[config.mk]
export PLATFORM = sky130hd
export DESIGN_NAME = gcl_engine
export DESIGN_NICKNAME = d
export VERILOG_FILES = /design/src/rtl/gcl_pkg.sv /design/src/rtl/gcl_cfg.sv /design/src/rtl/gcl_thread.sv /design/src/rtl/gcl_merge.sv /design/src/rtl/gcl_engine.sv
export SDC_FILE = /design/constraint.sdc
export NUM_CORES = 2
export LEC_CHECK = 0
export ABC_AREA = 0
export BUFFER_PORTS_ARGS = -buffer_cell sky130_fd_sc_hd__buf_2
export CORE_ASPECT_RATIO = 2
export CORE_MARGIN = 2
export CORE_UTILIZATION = 35
export CTS_BUF_LIST = sky130_fd_sc_hd__clkbuf_4 sky130_fd_sc_hd__clkbuf_8
export DETAILED_ROUTE_END_ITERATION = 7
export GPL_TIMING_DRIVEN = 1
export SLEW_MARGIN = 20
export SYNTH_ARGS = -nofsm -noshare
export SYNTH_HDL_FRONTEND = slang
export SYNTH_HIERARCHICAL = 1
export SYNTH_SLANG_ARGS = --single-unit
export TNS_END_PERCENT = 20
[constraint.sdc]
create_clock -name clk -period 11.7 [get_ports clk]
set_input_delay 1.755 -clock clk [delete_from_list [all_inputs] [get_ports clk]]
set_output_delay 1.755 -clock clk [all_outputs]
set_load 0.01 [all_outputs]
[src/rtl/gcl_pkg.sv]
package gcl_pkg;
  typedef enum logic [1:0] {
    ENG_IDLE  = 2'd0,
    ENG_ARMED = 2'd1,
    ENG_RUN   = 2'd2
  } eng_state_t;

  typedef enum logic [1:0] {
    WK_SLOT   = 2'd0,
    WK_ENTRY  = 2'd1,
    WK_END    = 2'd2,
    WK_GLOBAL = 2'd3
  } wr_kind_t;
endpackage

[src/rtl/gcl_cfg.sv]
module gcl_cfg #(
  parameter int NTHR   = 8,
  parameter int NPORT  = 4,
  parameter int NTC    = 8,
  parameter int DEPTH  = 16,
  parameter int DUR_W  = 10,
  parameter int OFS_W  = 12,
  parameter int TIME_W = 32,
  parameter int WR_W   = 32,
  localparam int AW     = $clog2(DEPTH),
  localparam int TW     = $clog2(NTHR),
  localparam int SLOT_W = DUR_W + NPORT + NTC
) (
  input  logic              clk,
  input  logic              rst_n,
  input  logic              wr_en,
  input  logic [1:0]        wr_kind,
  input  logic [AW-1:0]     wr_addr,
  input  logic [WR_W-1:0]   wr_data,
  output logic [SLOT_W-1:0] slot_q [DEPTH],
  output logic [AW-1:0]     first_q [NTHR],
  output logic [OFS_W-1:0]  ofs_q [NTHR],
  output logic [AW-1:0]     last_idx_q [NTHR],
  output logic [TIME_W-1:0] base_q,
  output logic [TW-1:0]     top_thr_q
);
  import gcl_pkg::*;

  logic we_base, we_top;
  assign we_base = wr_en && (wr_kind == WK_GLOBAL) && (wr_addr == AW'(0));
  assign we_top  = wr_en && (wr_kind == WK_GLOBAL) && (wr_addr == AW'(1));

  for (genvar k = 0; k < DEPTH; k++) begin : g_slot
    logic we;
    assign we = wr_en && (wr_kind == WK_SLOT) && (wr_addr == AW'(k));
    always_ff @(posedge clk or negedge rst_n) begin
      if (!rst_n)  slot_q[k] <= '0;
      else if (we) slot_q[k] <= wr_data[SLOT_W-1:0];
    end
  end

  for (genvar t = 0; t < NTHR; t++) begin : g_thr
    logic we_ep, we_end;
    assign we_ep  = wr_en && (wr_kind == WK_ENTRY) && (wr_addr[TW-1:0] == TW'(t));
    assign we_end = wr_en && (wr_kind == WK_END)   && (wr_addr[TW-1:0] == TW'(t));
    always_ff @(posedge clk or negedge rst_n) begin
      if (!rst_n) begin
        first_q[t] <= '0;
        ofs_q[t]   <= '0;
      end else if (we_ep) begin
        first_q[t] <= wr_data[AW-1:0];
        ofs_q[t]   <= wr_data[AW +: OFS_W];
      end
    end
    always_ff @(posedge clk or negedge rst_n) begin
      if (!rst_n)      last_idx_q[t] <= '0;
      else if (we_end) last_idx_q[t] <= wr_data[AW-1:0];
    end
  end

  always_ff @(posedge clk or negedge rst_n) begin
    if (!rst_n)       base_q <= '0;
    else if (we_base) base_q <= wr_data[TIME_W-1:0];
  end

  always_ff @(posedge clk or negedge rst_n) begin
    if (!rst_n)      top_thr_q <= '0;
    else if (we_top) top_thr_q <= wr_data[TW-1:0];
  end
endmodule

[src/rtl/gcl_thread.sv]
module gcl_thread #(
  parameter int AW     = 4,
  parameter int DUR_W  = 10,
  parameter int OFS_W  = 12,
  parameter int TIME_W = 32,
  parameter int TPU    = 25,
  localparam int CNT_W = DUR_W + $clog2(TPU + 1)
) (
  input  logic              clk,
  input  logic              rst_n,
  input  logic              en,
  input  logic              valid,
  input  logic [TIME_W-1:0] ptp_time,
  input  logic [TIME_W-1:0] base_time,
  input  logic [OFS_W-1:0]  ofs,
  input  logic [AW-1:0]     first_idx,
  input  logic [AW-1:0]     last_idx,
  input  logic [DUR_W-1:0]  cur_dur,
  output logic              act_q,
  output logic [AW-1:0]     idx_q
);
  logic [TIME_W-1:0] start_at;
  logic [CNT_W-1:0]  slot_len, cnt_q, cnt_d;
  logic              slot_end, go, act_d;
  logic [AW-1:0]     idx_d;

  assign start_at = base_time + TIME_W'(ofs) * TIME_W'(TPU);
  assign go       = ptp_time >= start_at;
  assign slot_len = CNT_W'(cur_dur) * CNT_W'(TPU);
  assign slot_end = (cur_dur == '0) ? (cnt_q >= CNT_W'(TPU - 1))
                                    : (cnt_q >= slot_len - CNT_W'(1));

  always_comb begin
    act_d = act_q;
    idx_d = idx_q;
    cnt_d = cnt_q;
    if (!en || !valid) begin
      act_d = 1'b0;
      idx_d = '0;
      cnt_d = '0;
    end else if (!act_q) begin
      if (go) begin
        act_d = 1'b1;
        idx_d = first_idx;
        cnt_d = '0;
      end
    end else if (slot_end) begin
      cnt_d = '0;
      idx_d = (idx_q == last_idx) ? first_idx : idx_q + AW'(1);
    end else begin
      cnt_d = cnt_q + CNT_W'(1);
    end
  end

  always_ff @(posedge clk or negedge rst_n) begin
    if (!rst_n) begin
      act_q <= 1'b0;
      idx_q <= '0;
      cnt_q <= '0;
    end else begin
      act_q <= act_d;
      idx_q <= idx_d;
      cnt_q <= cnt_d;
    end
  end
endmodule

[src/rtl/gcl_merge.sv]
module gcl_merge #(
  parameter int NTHR  = 8,
  parameter int NPORT = 4,
  parameter int NTC   = 8
) (
  input  logic                   act [NTHR],
  input  logic [NPORT-1:0]       pmask [NTHR],
  input  logic [NTC-1:0]         closed [NTHR],
  output logic [NPORT*NTC-1:0]   gate_open
);
  // Ascending walk: a later (higher) thread overwrites an earlier one.
  always_comb begin
    gate_open = '1;
    for (int p = 0; p < NPORT; p++) begin
      for (int t = 0; t < NTHR; t++) begin
        if (act[t] && pmask[t][p]) gate_open[p*NTC +: NTC] = ~closed[t];
      end
    end
  end
endmodule

[src/rtl/gcl_engine.sv]
module gcl_engine #(
  parameter int NTHR   = 8,
  parameter int NPORT  = 4,
  parameter int NTC    = 8,
  parameter int DEPTH  = 16,
  parameter int DUR_W  = 10,
  parameter int OFS_W  = 12,
  parameter int TIME_W = 32,
  parameter int WR_W   = 32,
  parameter int TPU    = 25
) (
  input  logic                      clk,
  input  logic                      rst_n,
  input  logic [TIME_W-1:0]         ptp_time,
  input  logic                      cmd_start,
  input  logic                      cmd_stop,
  input  logic                      wr_en,
  input  logic [1:0]                wr_kind,
  input  logic [$clog2(DEPTH)-1:0]  wr_addr,
  input  logic [WR_W-1:0]           wr_data,
  output logic [NPORT*NTC-1:0]      gate_open,
  output logic                      sched_running,
  output logic                      sched_stopped
);
  import gcl_pkg::*;

  localparam int AW     = $clog2(DEPTH);
  localparam int TW     = $clog2(NTHR);
  localparam int SLOT_W = DUR_W + NPORT + NTC;
  localparam int GW     = NPORT * NTC;

  logic [SLOT_W-1:0] slot_q [DEPTH];
  logic [AW-1:0]     first_q [NTHR];
  logic [OFS_W-1:0]  ofs_q [NTHR];
  logic [AW-1:0]     last_idx_q [NTHR];
  logic [TIME_W-1:0] base_q;
  logic [TW-1:0]     top_thr_q;

  gcl_cfg #(
    .NTHR(NTHR), .NPORT(NPORT), .NTC(NTC), .DEPTH(DEPTH), .DUR_W(DUR_W),
    .OFS_W(OFS_W), .TIME_W(TIME_W), .WR_W(WR_W)
  ) u_cfg (
    .clk(clk), .rst_n(rst_n), .wr_en(wr_en), .wr_kind(wr_kind),
    .wr_addr(wr_addr), .wr_data(wr_data), .slot_q(slot_q),
    .first_q(first_q), .ofs_q(ofs_q), .last_idx_q(last_idx_q),
    .base_q(base_q), .top_thr_q(top_thr_q)
  );

  eng_state_t state_q, state_d;
  logic       thr_en;

  always_comb begin
    state_d = state_q;
    if (cmd_stop) begin
      state_d = ENG_IDLE;
    end else begin
      case (state_q)
        ENG_IDLE:  if (cmd_start) state_d = ENG_ARMED;
        ENG_ARMED: if (ptp_time >= base_q) state_d = ENG_RUN;
        default:   state_d = state_q;
      endcase
    end
  end

  always_ff @(posedge clk or negedge rst_n) begin
    if (!rst_n) state_q <= ENG_IDLE;
    else        state_q <= state_d;
  end

  assign thr_en        = (state_q != ENG_IDLE) && !cmd_stop;
  assign sched_running = (state_q == ENG_RUN);
  assign sched_stopped = (state_q == ENG_IDLE);

  logic             act [NTHR];
  logic [AW-1:0]    idx [NTHR];
  logic [NPORT-1:0] pmask [NTHR];
  logic [NTC-1:0]   closed [NTHR];

  for (genvar i = 0; i < NTHR; i++) begin : g_thread
    logic [SLOT_W-1:0] cur;
    assign cur       = slot_q[idx[i]];
    assign pmask[i]  = cur[NTC +: NPORT];
    assign closed[i] = cur[NTC-1:0];

    gcl_thread #(
      .AW(AW), .DUR_W(DUR_W), .OFS_W(OFS_W), .TIME_W(TIME_W), .TPU(TPU)
    ) u_thr (
      .clk(clk), .rst_n(rst_n), .en(thr_en),
      .valid(TW'(i) <= top_thr_q),
      .ptp_time(ptp_time), .base_time(base_q), .ofs(ofs_q[i]),
      .first_idx(first_q[i]), .last_idx(last_idx_q[i]),
      .cur_dur(cur[NTC+NPORT +: DUR_W]),
      .act_q(act[i]), .idx_q(idx[i])
    );
  end

  gcl_merge #(.NTHR(NTHR), .NPORT(NPORT), .NTC(NTC)) u_merge (
    .act(act), .pmask(pmask), .closed(closed), .gate_open(gate_open)
  );
endmodule

==> summary.txt <==
status -> finished with violations
failing checks -> design-rule violations
Seq cells post-synth -> 709
drt wl/cell -> 28.20 um
Mapped Area -> 0.08743 mm2
final setup TNS -> 0 ns
EDFF count, synth -> 0
TritonCTS clock tree -> yes
die area -> 0.2541 mm2
max-cap viol count -> 0
Tcrit/Tclk final -> 0.7043
Hold Vio Cnt, Final -> 0
Final setup viols -> 0
FFs w/ async S/R, synth -> 1.000
Worst-path clk slew -> 0.08 ns
Worst-Margin Slew -> 1.202 ns
post-synthesis sequential area ratio -> 0.2029
post-DP HPWL -> 234100 um
Vias/cell -> 6.215
Setup Skew -> 0.1217 ns
Gate Count Post-Synth -> 7805
Gates resized, CTS repair -> 0
num rows -> 259
worst-path maximum fanout -> 39
CP startpoint kind -> register
via count -> 69320
CTS Root Cell -> clkbuf_8
Min Clock Period, post-route -> 8.241 ns
htree depth -> 3
nets -> 9248
I/O Buffers -> 108
Die Wd -> 357.4 um
CTS Buf Count -> 110
DRT antenna net count -> 0
first-pass iteration count of the detailed router -> 8
Core Region -> 0.2486 mm2
total wire length -> 314400 um
Cell Pwr Density -> 176.4 mW/mm2
vias in the first global route -> 72040
Main synth FF type -> dfrtp_1
relative slew slack -> 0.1989
most frequent cells after synthesis -> ha_1 (1184), mux4_2 (880), inv_1 (801), dfrtp_1 (709), mux2_2 (535)
Lkg Pwr -> 40.65 nW
HP Class -> register to register
share of the synthesized area in the top cell type -> 0.2267
RSZ-0062 raised after global routing -> no
hold bufs inserted after CTS -> 0
endpoint class of the critical path -> register
layout cells sized above 1 -> 0.2543
Syn Area/Cell -> 11.20 um2
clk buf depth -> 3
drt initial violations -> 6003
antenna violations before repair -> 32
first-pass GRT wire length -> 464500 um
Peak supply drop -> 0.0001317 V
synthesis-to-finish area growth -> 7.454%
overall routing resource usage -> 0.2454
count leader, synth -> ha_1
I/O pin count -> 109
Post-route DRC -> 22
Die Ht -> 710.8 um
Post-CTS Setup Bufs -> 0
WP data required -> 12.54 ns
Initial Util -> 0.3518
pin count of the biggest net entering global routing -> 160
leading area contributor after synthesis -> mux4_2
max-slew violations -> 0
largest cells by area after synthesis -> mux4_2 (23%), dfrtp_1 (20%), ha_1 (17%)
total power -> 16.58 mW
Yosys warnings -> 6
Clock Latency Late Sink -> 0.93 ns
clock sinks -> 709
Peak Freq -> 121.3 MHz
post-synth cell types -> 120
gpl congestion -> 1.005
Critical Path AT -> 9.08 ns
Remaining Overflow, GRT -> 0
kind of critical path -> register to register
[cell usage in the layout, fill, tap and decap left out, drive strengths merged, types with 113 or more instances in the layout]
| master | netlist | layout |
|---|---|---|
| nor3 | 113 | 113 |
| mux4 | 880 | 880 |
| inv | 801 | 805 |
| nand2 | 295 | 295 |
| dfrtp | 709 | 709 |
| fa | 216 | 216 |
| buf | 217 | 222 |
| ha | 1184 | 1184 |
| o21ai | 253 | 253 |
| a21o | 128 | 128 |
| xor2 | 200 | 200 |
| xnor2 | 146 | 146 |
| clkbuf | 150 | 156 |
| nor2 | 255 | 255 |
| a21oi | 419 | 419 |
| mux2 | 551 | 551 |
| nand3 | 176 | 176 |
[logic make-up (layout without fill, tap and decap cells)]
kind of cell | Yosys count | in the layout | share of synthesized area
other cells | 1 | 26 | 0.00004289
flops | 709 | 709 | 0.2029
xor+xnor | 346 | 346 | 0.03466
compound gates | 1394 | 1394 | 0.1080
fa+ha+maj | 1400 | 1400 | 0.2189
mux | 1440 | 1440 | 0.2987
buf+inv | 1169 | 1229 | 0.05747
simple gates | 1346 | 1346 | 0.07934
[worst paths after layout]
path / start / endpoint / slack [ns] / cells after the start
min in group asynchronous: rst_n / g_thread[6].u_thr/cnt_q[0]$_DFFE_PN0P_ / 0.81 / 1
worst max register to register: g_thread[1].u_thr/idx_q[0]$_DFFE_PN0P_ / g_thread[1].u_thr/idx_q[0]$_DFFE_PN0P_ / 3.46 / 23
max in group asynchronous: rst_n / g_thread[4].u_thr/idx_q[1]$_DFFE_PN0P_ / 8.49 / 3
worst min register to register: u_cfg/first_q[17]$_DFFE_PN0P_ / u_cfg/first_q[17]$_DFFE_PN0P_ / 0.50 / 1
worst max-delay path: g_thread[1].u_thr/idx_q[0]$_DFFE_PN0P_ / g_thread[1].u_thr/idx_q[0]$_DFFE_PN0P_ / 3.46 / 23
worst min-delay path: u_cfg/first_q[17]$_DFFE_PN0P_ / u_cfg/first_q[17]$_DFFE_PN0P_ / 0.50 / 1
[metrics by stage]
stage               hold WS, ns  instances  utilization  cell area (um2)  setup WS, ns
finish                   0.5033      11150       0.3780            93950         3.459
global route             0.5168      11130       0.3778            93900         2.986
CTS                      0.5073      11130       0.3776            93860         3.270
detailed placement       0.4924      10920       0.3666            91130         3.356
global placement         0.4829      10920       0.3666            91120         3.451
floorplan                0.4737       7806            -            87440         5.310
[layout make-up]
type	count	area, um2
fill	23950	154600
multi-input combinational	5928	64770
sequential	709	17820
tap	3262	4081
inverter	802	3010
clock buffer	156	2047
timing repair buffer	222	1481
clock inverter	49	679.4
antenna	24	60.06
[where the power goes]
part / internal [mW] / total [mW] / switching (mW)
clock: 1.45 / 2.69 / 1.23
combinational: 4.75 / 10.5 / 5.73
sequential: 2.74 / 3.41 / 0.664
total: 8.95 / 16.6 / 7.63
[critical path, stage by stage, from the launching register on]
cell and delay (ns):
dfrtp_4 1.01, buf_4 0.68, mux4_2 0.59, mux4_2 0.60, inv_1 0.15, ha_1 0.25, inv_1 0.09, fa_1 0.42
ha_1 0.31, ha_1 0.35, o21a_1 0.13, o31a_1 0.13, o211ai_1 0.16, nand2_1 0.09, a41o_1 0.26, o41ai_1 0.37
xnor2_1 0.18, ha_1 0.20, a2111o_1 0.13, a211o_1 0.12, a2111oi_0 0.06, or4b_2 1.05, or4_1 0.61, a21oi_1 0.15
[flip-flops by register name (all words and copies together) (netlist names)]
name	cells
u_cfg/first_q	32
u_cfg/slot_q	352
u_cfg/ofs_q	96
state_q	2
g_thread.u_thr/cnt_q	120
u_cfg/base_q	32
g_thread.u_thr/idx_q	32
g_thread.u_thr/act_q	8
u_cfg/last_idx_q	32
u_cfg/top_thr_q	3
[layer usage]
metal	GRT usage	share of wire	vias up	wire, um
li1	-	-	29710	-
met1	0.2341	0.30	34700	95340
met2	0.4215	0.49	3456	155300
met3	0.05792	0.080	1437	25200
met4	0.2445	0.12	10	38590
met5	0	0.00022	-	70
Power figures use the tool's default switching activity.
